**src/rtl/tworeg_pkg.sv**
```systemverilog
// Package: shared encodings for the two-register core.
// Assumes a 16-bit instruction with a 4-bit opcode in the top bits.
package tworeg_pkg;

    localparam int OPC_W = 4;
    localparam int IMM_W = 8;
    localparam int RSV_W = 2;

    typedef enum logic [OPC_W-1:0] {
        OP_ADD = 4'd0,
        OP_SUB = 4'd1,
        OP_MUL = 4'd2,
        OP_DIV = 4'd3,
        OP_SHL = 4'd4,
        OP_SHR = 4'd5,
        OP_JZ  = 4'd6,
        OP_JNZ = 4'd7,
        OP_LB  = 4'd8,
        OP_SB  = 4'd9
    } opcode_e;

    typedef enum logic {
        ST_RUN  = 1'b0,
        ST_LOAD = 1'b1
    } core_state_e;

    typedef struct packed {
        opcode_e          op;
        logic             rd;
        logic             rs;
        logic [IMM_W-1:0] imm;
        logic             illegal;
    } decoded_t;

endpackage

```
**src/rtl/tc_decode.sv**
```systemverilog
// Module: instruction field splitter.
// Splits a word into opcode, register selects and immediate. It flags an
// unused opcode or non-zero reserved bits as illegal. Purely combinational.
module tc_decode
    import tworeg_pkg::*;
#(
    parameter int INSTR_W = 16
) (
    input  logic [INSTR_W-1:0] instr,
    output decoded_t           dec
);

    localparam int OPC_LSB = INSTR_W - OPC_W;
    localparam int RD_BIT  = OPC_LSB - 1;
    localparam int RS_BIT  = OPC_LSB - 2;
    localparam int RSV_LSB = IMM_W;

    logic [OPC_W-1:0] opc;
    logic [RSV_W-1:0] rsv;
    logic             opc_known;

    // Slice the fixed fields out of the word.
    always_comb begin
        opc     = instr[INSTR_W-1:OPC_LSB];
        rsv     = instr[RSV_LSB+RSV_W-1:RSV_LSB];
        dec.op  = opcode_e'(opc);
        dec.rd  = instr[RD_BIT];
        dec.rs  = instr[RS_BIT];
        dec.imm = instr[IMM_W-1:0];
    end

    // Classify the opcode; anything past store is unused.
    always_comb begin
        case (opc)
            OP_ADD, OP_SUB, OP_MUL, OP_DIV, OP_SHL,
            OP_SHR, OP_JZ, OP_JNZ, OP_LB, OP_SB: opc_known = 1'b1;
            default:                             opc_known = 1'b0;
        endcase
        dec.illegal = !opc_known || (rsv != '0);
    end

endmodule

```
**src/rtl/tc_alu.sv**
```systemverilog
// Module: byte arithmetic unit.
// Computes the register-register result for the arithmetic and shift
// opcodes. All results wrap to DATA_W bits. Other opcodes pass a through.
module tc_alu
    import tworeg_pkg::*;
#(
    parameter int DATA_W = 8
) (
    input  opcode_e           op,
    input  logic [DATA_W-1:0] a,
    input  logic [DATA_W-1:0] b,
    output logic [DATA_W-1:0] y
);

    localparam logic [DATA_W-1:0] SH_LIMIT = DATA_W[DATA_W-1:0];

    logic [2*DATA_W-1:0] prod;

    // Full product; only the low half is kept.
    always_comb prod = {{DATA_W{1'b0}}, a} * {{DATA_W{1'b0}}, b};

    // Select the result for the current opcode.
    always_comb begin
        case (op)
            OP_ADD:  y = a + b;
            OP_SUB:  y = a - b;
            OP_MUL:  y = prod[DATA_W-1:0];
            OP_DIV:  y = (b == '0) ? '1 : a / b;
            OP_SHL:  y = (b >= SH_LIMIT) ? '0 : a << b;
            OP_SHR:  y = (b >= SH_LIMIT) ? '0 : a >> b;
            default: y = a;
        endcase
    end

endmodule

```
**src/rtl/tc_regfile.sv**
```systemverilog
// Module: general register bank.
// Holds NREG registers with one write port. Every register is visible
// at once on regs_o. Reset clears every register.
module tc_regfile #(
    parameter int DATA_W = 8,
    parameter int NREG   = 2,
    parameter int SEL_W  = 1
) (
    input  logic                         clk,
    input  logic                         rst_n,
    input  logic                         we,
    input  logic [SEL_W-1:0]             waddr,
    input  logic [DATA_W-1:0]            wdata,
    output logic [NREG-1:0][DATA_W-1:0]  regs_o
);

    logic [NREG-1:0] we_vec;

    // One write strobe per register.
    generate
        for (genvar g = 0; g < NREG; g++) begin : g_sel
            assign we_vec[g] = we && (waddr == SEL_W'(g));
        end
    endgenerate

    // Register update: clear on reset, else write the strobed entry.
    always_ff @(posedge clk) begin
        if (!rst_n) begin
            regs_o <= '0;
        end else begin
            for (int i = 0; i < NREG; i++) begin
                if (we_vec[i]) regs_o[i] <= wdata;
            end
        end
    end

    assert_single_write_R12: assert property (@(posedge clk) disable iff (!rst_n)
        $onehot0(we_vec));

    assert_reset_clears_R1: assert property (@(posedge clk)
        !rst_n |=> (regs_o == '0));

endmodule

```
**src/rtl/tc_dram.sv**
```systemverilog
// Module: data RAM model, 2**ADDR_W bytes, one port.
// Write is synchronous. Read data is registered and appears one cycle
// after the address; a read of the address being written returns the old byte.
module tc_dram #(
    parameter int DATA_W = 8,
    parameter int ADDR_W = 8
) (
    input  logic              clk,
    input  logic [ADDR_W-1:0] addr,
    input  logic              we,
    input  logic [DATA_W-1:0] wdata,
    output logic [DATA_W-1:0] rdata
);

    localparam int DEPTH = 1 << ADDR_W;

    logic [DATA_W-1:0] mem [DEPTH];

    // Storage write and registered read.
    always_ff @(posedge clk) begin
        if (we) mem[addr] <= wdata;
        rdata <= mem[addr];
    end

endmodule

```
**src/rtl/tworeg_cpu.sv**
```systemverilog
// Module: two-register byte processor, top level.
// Fetches from an external read-only store and executes one instruction
// per cycle. Loads take an extra cycle. The data RAM is internal.
// Assumes imem_data depends only on imem_addr.
module tworeg_cpu
    import tworeg_pkg::*;
#(
    parameter int PC_W    = 8,
    parameter int DATA_W  = 8,
    parameter int DADDR_W = 8,
    parameter int INSTR_W = 16
) (
    input  logic               clk,
    input  logic               rst_n,
    output logic [PC_W-1:0]    imem_addr,
    input  logic [INSTR_W-1:0] imem_data,
    output logic [DADDR_W-1:0] dmem_addr,
    output logic [DATA_W-1:0]  dmem_wdata,
    output logic               dmem_we,
    output logic [DATA_W-1:0]  dmem_rdata,
    output logic               halt
);

    localparam int             NREG     = 2;
    localparam int             SEL_W    = 1;
    localparam logic [PC_W-1:0] PC_STEP = PC_W'(1);
    localparam logic [DATA_W-1:0] SH_LIMIT = DATA_W[DATA_W-1:0];

    decoded_t                      dec;
    core_state_e                   state_q, state_next;
    logic [PC_W-1:0]               pc_q, pc_next;
    logic [NREG-1:0][DATA_W-1:0]   regs;
    logic [DATA_W-1:0]             rd_val, rs_val, alu_y, rf_wdata;
    logic                          is_alu, jump_taken, rf_we, running;

    tc_decode #(.INSTR_W(INSTR_W)) u_decode (
        .instr (imem_data),
        .dec   (dec)
    );

    tc_alu #(.DATA_W(DATA_W)) u_alu (
        .op (dec.op),
        .a  (rd_val),
        .b  (rs_val),
        .y  (alu_y)
    );

    tc_regfile #(.DATA_W(DATA_W), .NREG(NREG), .SEL_W(SEL_W)) u_regs (
        .clk    (clk),
        .rst_n  (rst_n),
        .we     (rf_we),
        .waddr  (dec.rd),
        .wdata  (rf_wdata),
        .regs_o (regs)
    );

    tc_dram #(.DATA_W(DATA_W), .ADDR_W(DADDR_W)) u_dram (
        .clk   (clk),
        .addr  (dmem_addr),
        .we    (dmem_we),
        .wdata (dmem_wdata),
        .rdata (dmem_rdata)
    );

    // Operand read and instruction class flags.
    always_comb begin
        rd_val     = regs[dec.rd];
        rs_val     = regs[dec.rs];
        running    = (state_q == ST_RUN) && !dec.illegal;
        is_alu     = running && (dec.op inside {OP_ADD, OP_SUB, OP_MUL,
                                                OP_DIV, OP_SHL, OP_SHR});
        jump_taken = running && (((dec.op == OP_JZ)  && (rd_val == '0)) ||
                                 ((dec.op == OP_JNZ) && (rd_val != '0)));
    end

    // Next program counter and phase.
    always_comb begin
        pc_next    = pc_q;
        state_next = state_q;
        if (state_q == ST_LOAD) begin
            pc_next    = pc_q + PC_STEP;
            state_next = ST_RUN;
        end else if (!dec.illegal) begin
            if (dec.op == OP_LB)  state_next = ST_LOAD;
            else if (jump_taken)  pc_next    = dec.imm[PC_W-1:0];
            else                  pc_next    = pc_q + PC_STEP;
        end
    end

    // Register write-back and data RAM port.
    always_comb begin
        rf_we      = is_alu || (state_q == ST_LOAD);
        rf_wdata   = (state_q == ST_LOAD) ? dmem_rdata : alu_y;
        dmem_addr  = dec.imm[DADDR_W-1:0];
        dmem_wdata = rd_val;
        dmem_we    = running && (dec.op == OP_SB);
        halt       = dec.illegal;
        imem_addr  = pc_q;
    end

    // Program counter and phase registers.
    always_ff @(posedge clk) begin
        if (!rst_n) begin
            pc_q    <= '0;
            state_q <= ST_RUN;
        end else begin
            pc_q    <= pc_next;
            state_q <= state_next;
        end
    end

    assert_reset_pc_R1: assert property (@(posedge clk)
        !rst_n |=> (imem_addr == '0));

    assert_div_zero_R4: assert property (@(posedge clk) disable iff (!rst_n)
        (running && dec.op == OP_DIV && rs_val == '0)
        |=> (regs[$past(dec.rd)] == '1));

    assert_wide_shift_R5: assert property (@(posedge clk) disable iff (!rst_n)
        (running && (dec.op == OP_SHL || dec.op == OP_SHR) && rs_val >= SH_LIMIT)
        |=> (regs[$past(dec.rd)] == '0));

    assert_jz_target_R6: assert property (@(posedge clk) disable iff (!rst_n)
        (running && dec.op == OP_JZ && rd_val == '0)
        |=> (imem_addr == $past(dec.imm[PC_W-1:0])));

    assert_jnz_fall_R7: assert property (@(posedge clk) disable iff (!rst_n)
        (running && dec.op == OP_JNZ && rd_val == '0)
        |=> (imem_addr == $past(imem_addr) + PC_STEP));

    assert_load_stall_R8: assert property (@(posedge clk) disable iff (!rst_n)
        (running && dec.op == OP_LB) |=> (state_q == ST_LOAD && $stable(imem_addr)));

    assert_load_done_R8: assert property (@(posedge clk) disable iff (!rst_n)
        (state_q == ST_LOAD)
        |=> (state_q == ST_RUN && imem_addr == $past(imem_addr) + PC_STEP));

    assert_store_one_cycle_R9: assert property (@(posedge clk) disable iff (!rst_n)
        dmem_we |=> (imem_addr == $past(imem_addr) + PC_STEP));

    assert_halt_freeze_R10: assert property (@(posedge clk) disable iff (!rst_n)
        halt |=> ($stable(imem_addr) && halt));

    assert_halt_no_store_R10: assert property (@(posedge clk) disable iff (!rst_n)
        halt |-> !dmem_we);

endmodule

```
**config.mk**
```make
export PLATFORM = sky130hd
export DESIGN_NAME = tworeg_cpu
export DESIGN_NICKNAME = d
export VERILOG_FILES = /design/src/rtl/tworeg_pkg.sv /design/src/rtl/tc_decode.sv /design/src/rtl/tc_alu.sv /design/src/rtl/tc_regfile.sv /design/src/rtl/tc_dram.sv /design/src/rtl/tworeg_cpu.sv
export SDC_FILE = /design/constraint.sdc
export NUM_CORES = 2
export LEC_CHECK = 0
export BUFFER_PORTS_ARGS = -buffer_cell sky130_fd_sc_hd__buf_4
export CORE_UTILIZATION = 55
export DETAILED_ROUTE_END_ITERATION = 8
export GPL_TIMING_DRIVEN = 1
export PLACE_DENSITY = 0.71
export REMOVE_ABC_BUFFERS = 1
export SYNTH_ARGS = -nofsm -noshare
export SYNTH_HDL_FRONTEND = slang
export SYNTH_SLANG_ARGS = --single-unit
```
**constraint.sdc**
```tcl
create_clock -name clk -period 32.8 [get_ports clk]
set_input_delay 4.92 -clock clk [delete_from_list [all_inputs] [get_ports clk]]
set_output_delay 4.92 -clock clk [all_outputs]
set_load 0.02 [all_outputs]
```
==> reports/qor.txt <==
status: complete, no violations
wire length on met1: 82490 µm
Post-Syn Area: 0.08463 mm²
Die Y: 394.3 µm
routed wire length: 213700 µm
Core ar.: 0.1523 mm²
Async SR Flop Fraction: 0%
WS Path Type: in -> reg
dominant synthesized flop cell: edfxtp_1
Synth cell types: 81
Ys Warns: 0
worst setup path start: imem_data[10]
Layout Cells excl Fill: 6485
Setup Buffers After CTS: 0
Worst Path Buf+Inv: 2
TritonCTS buffer count: 202
Worst Tran Pin Value: 1312 ps
Final Cell Area: 0.09338 mm²
Worst path max stage delay: 510 ps
Die Span X: 394.3 µm
remaining global-route overflow: 0
Final #Nets: 4397
Post-DRT Antenna Nets: 0
cts hold-fix bufs: 0
PortBufs: 51
worst slack, placed: 15320 ps
crit end category: flop
count of final hold-check violations: 0
Die ar.: 0.1554 mm²
GR Util All Layers: 27.79%
Tcrit/Tclk final: 50.71%
vias: 43430
clk_lat worst skew: 850 ps
vias per inst: 6.697
synth top area cells: edfxtp_1 (73%), mux4_2 (15%), nor2_1 (1.6%), ha_1 (0.96%), mux2i_1 (0.88%)
GP Congestion: 0.9004
Max Fclk: 60.12 MHz
fillers: 10500
cell area power density: 60.56 mW/mm²
initial antenna violation count: 8
Peak supply drop: 0.00005675 V
H-tree Lvls: 4
RSZ-0062 raised after global routing: no
Top Metal Used: met4
clock tree from TritonCTS: yes
Reg clk slew, reported paths: 70 ps
Wirelength per Cell: 32.96 µm
cell count after synthesis: 4214
Worst Path Arrival: 17330 ps
Worst Path Max Fanout: 30
CP required: 33500 ps
reg-to-reg setup timing slack: 20160 ps
Max Root-Sink Buffers: 3
register bit total from synthesis: 2081
largest net degree at the start of global routing: 218
min-delay src: u_regs.regs_o[1]
startpoint types: input pin
first-pass GRT wire length: 309300 µm
Residual DRC: 0
max capacitance violation total: 0
Slowest-stage cell, CP: mux2_2
most frequent cells after synthesis: edfxtp_1 (2048), mux4_2 (573), nor2_1 (371)
fin. max-slew vios: 0
TritonRoute pass-1 iters: 6
delay-heaviest family, CP: compound AO/OA/AOI/OAI gates
r2r worst-path depth: 46
setup TNS: 0 ps
Initial Util: 55.58%
RR Startpoint: u_regs.regs_o[7]
Final min period: 16630 ps
# resized after CTS: 0
class of the worst hold path: reg -> reg
setup ws final: 16170 ps
layout cells sized above 1: 23.61%
Hold EP: u_regs.regs_o[1]
post-place instance area: 0.08711 mm²
Area Growth Syn to Fin: 10.35%
vias in the first global route: 42910
final core utilization: 61.33%
most common cell in the netlist: edfxtp_1
Syn Area/Cell: 20.08 µm²
Leakage: 25.51 nW
placed cells: 6127
Setup violations, final: 0
RR Endpoint: u_regs.regs_o[8]
EDFF count, synth: 2048
area leader, netlist: edfxtp_1
relative slew slack: 11.89%
met3 wire length: 22670 µm
# IOs: 52
Crit path top cell by count: ha_1
Seq/Total Area, Yosys: 73.45%
Synth top area share: 72.67%
Root Buffer: clkbuf_16
DP HPWL: 128300 µm
Sink Count: 2081
Worst Hold Depth: 2
routed length on met2: 100900 µm
Iteration-0 DRC Markers: 5818
placement row count: 143
clock skew: 45.45 ps
## worst min-delay path, cell delays in order (launching register included)
cell and delay [ps]:
dfxtp_1 360, nand3_1 80, o21ai_1 50
## cell families after synthesis
group,share of synthesized area [%]
compound gates,3.043
xor+xnor,0.3681
fa+ha+maj,1.269
buf+inv,1.802
flops,73.45
mux,16.52
simple gates,3.547
## layer usage
| metal | GRT usage [%] | up-vias |
|---|---|---|
| li1 | - | 17590 |
| met1 | 39.92 | 22890 |
| met2 | 42.51 | 2532 |
| met3 | 6.305 | 415 |
| met4 | 9.484 | 0 |
| met5 | 0 | - |
## report_power, final
part	internal (mW)	total, mW	switching, mW	leakage, nW
sequential	2.90	2.91	0.00587	15.7
clock	1.23	2.23	0.992	3.05
combinational	0.218	0.522	0.304	6.79
total	4.35	5.66	1.30	25.5
## placed cells by master, fill, tap and decap left out, types with 9 or more instances in the layout
master     netlist  final
edfxtp_1      2048   2048
mux4_2         573    573
nor2_1         371    368
clkbuf_16        0    204
buf_4           42    125
nand2_1         99     86
mux2i_1         74     74
ha_1            65     65
a21oi_1         62     62
nor3_1          54     54
clkbuf_1       133     49
inv_1           46     43
o21ai_0         43     43
clkinv_1         1     36
a22oi_1         36     36
dfxtp_1         33     33
o22ai_1         32     32
clkinv_2         0     32
nand3_1         31     31
a22o_1          28     28
a221oi_1        25     25
mux2_2          22     22
nor2b_1         23     22
xnor2_1         21     21
a31oi_1         20     20
nand2b_1        19     19
o21a_1          18     18
nand2_2          0     13
fa_1            13     13
nor4_1          12     12
o31ai_1         12     12
xor2_1          12     12
bufinv_16        0     11
and2_1          11     10
nand4_1          9      9
a21o_1           9      9
or3_1            9      9
## registers in the layout, indices dropped and copies added, names as in the netlist
register,flops
imem_addr,8
state_q,1
u_dram.rdata,8
u_regs.regs_o,16
u_dram.mem,2048
## per-stage QoR
step	hold slack, ps	total power [mW]
finish	550.1	5.656
global route	601.4	5.819
CTS	544.0	5.673
detailed placement	535.6	3.481
global placement	526.5	3.481
floorplan	473.7	3.300
## area by class of cell
cell class | count | area, µm² | area share, %
Tap cell | 2030 | 2540 | 2.720
Clock inverter | 101 | 968.4 | 1.037
Inverter | 52 | 247.7 | 0.2653
Sequential cell | 2081 | 62160 | 66.56
Antenna cell | 3 | 7.507 | 0.008039
Timing Repair Buffer | 136 | 1134 | 1.214
Multi-Input combinational cell | 1828 | 21030 | 22.51
Clock buffer | 254 | 5303 | 5.678
## how the worst max path moves through the flow
stage,slack (ps),depth (start not counted),endpoint
after floorplan,16250,45,u_regs.regs_o[8]
after global placement,15400,47,u_regs.regs_o[8]
after detailed placement,15320,47,u_regs.regs_o[8]
after CTS,16190,47,u_regs.regs_o[8]
after global routing,15300,47,u_regs.regs_o[8]
final,16170,47,u_regs.regs_o[8]
Note: power is estimated with default switching activity, not from simulation.
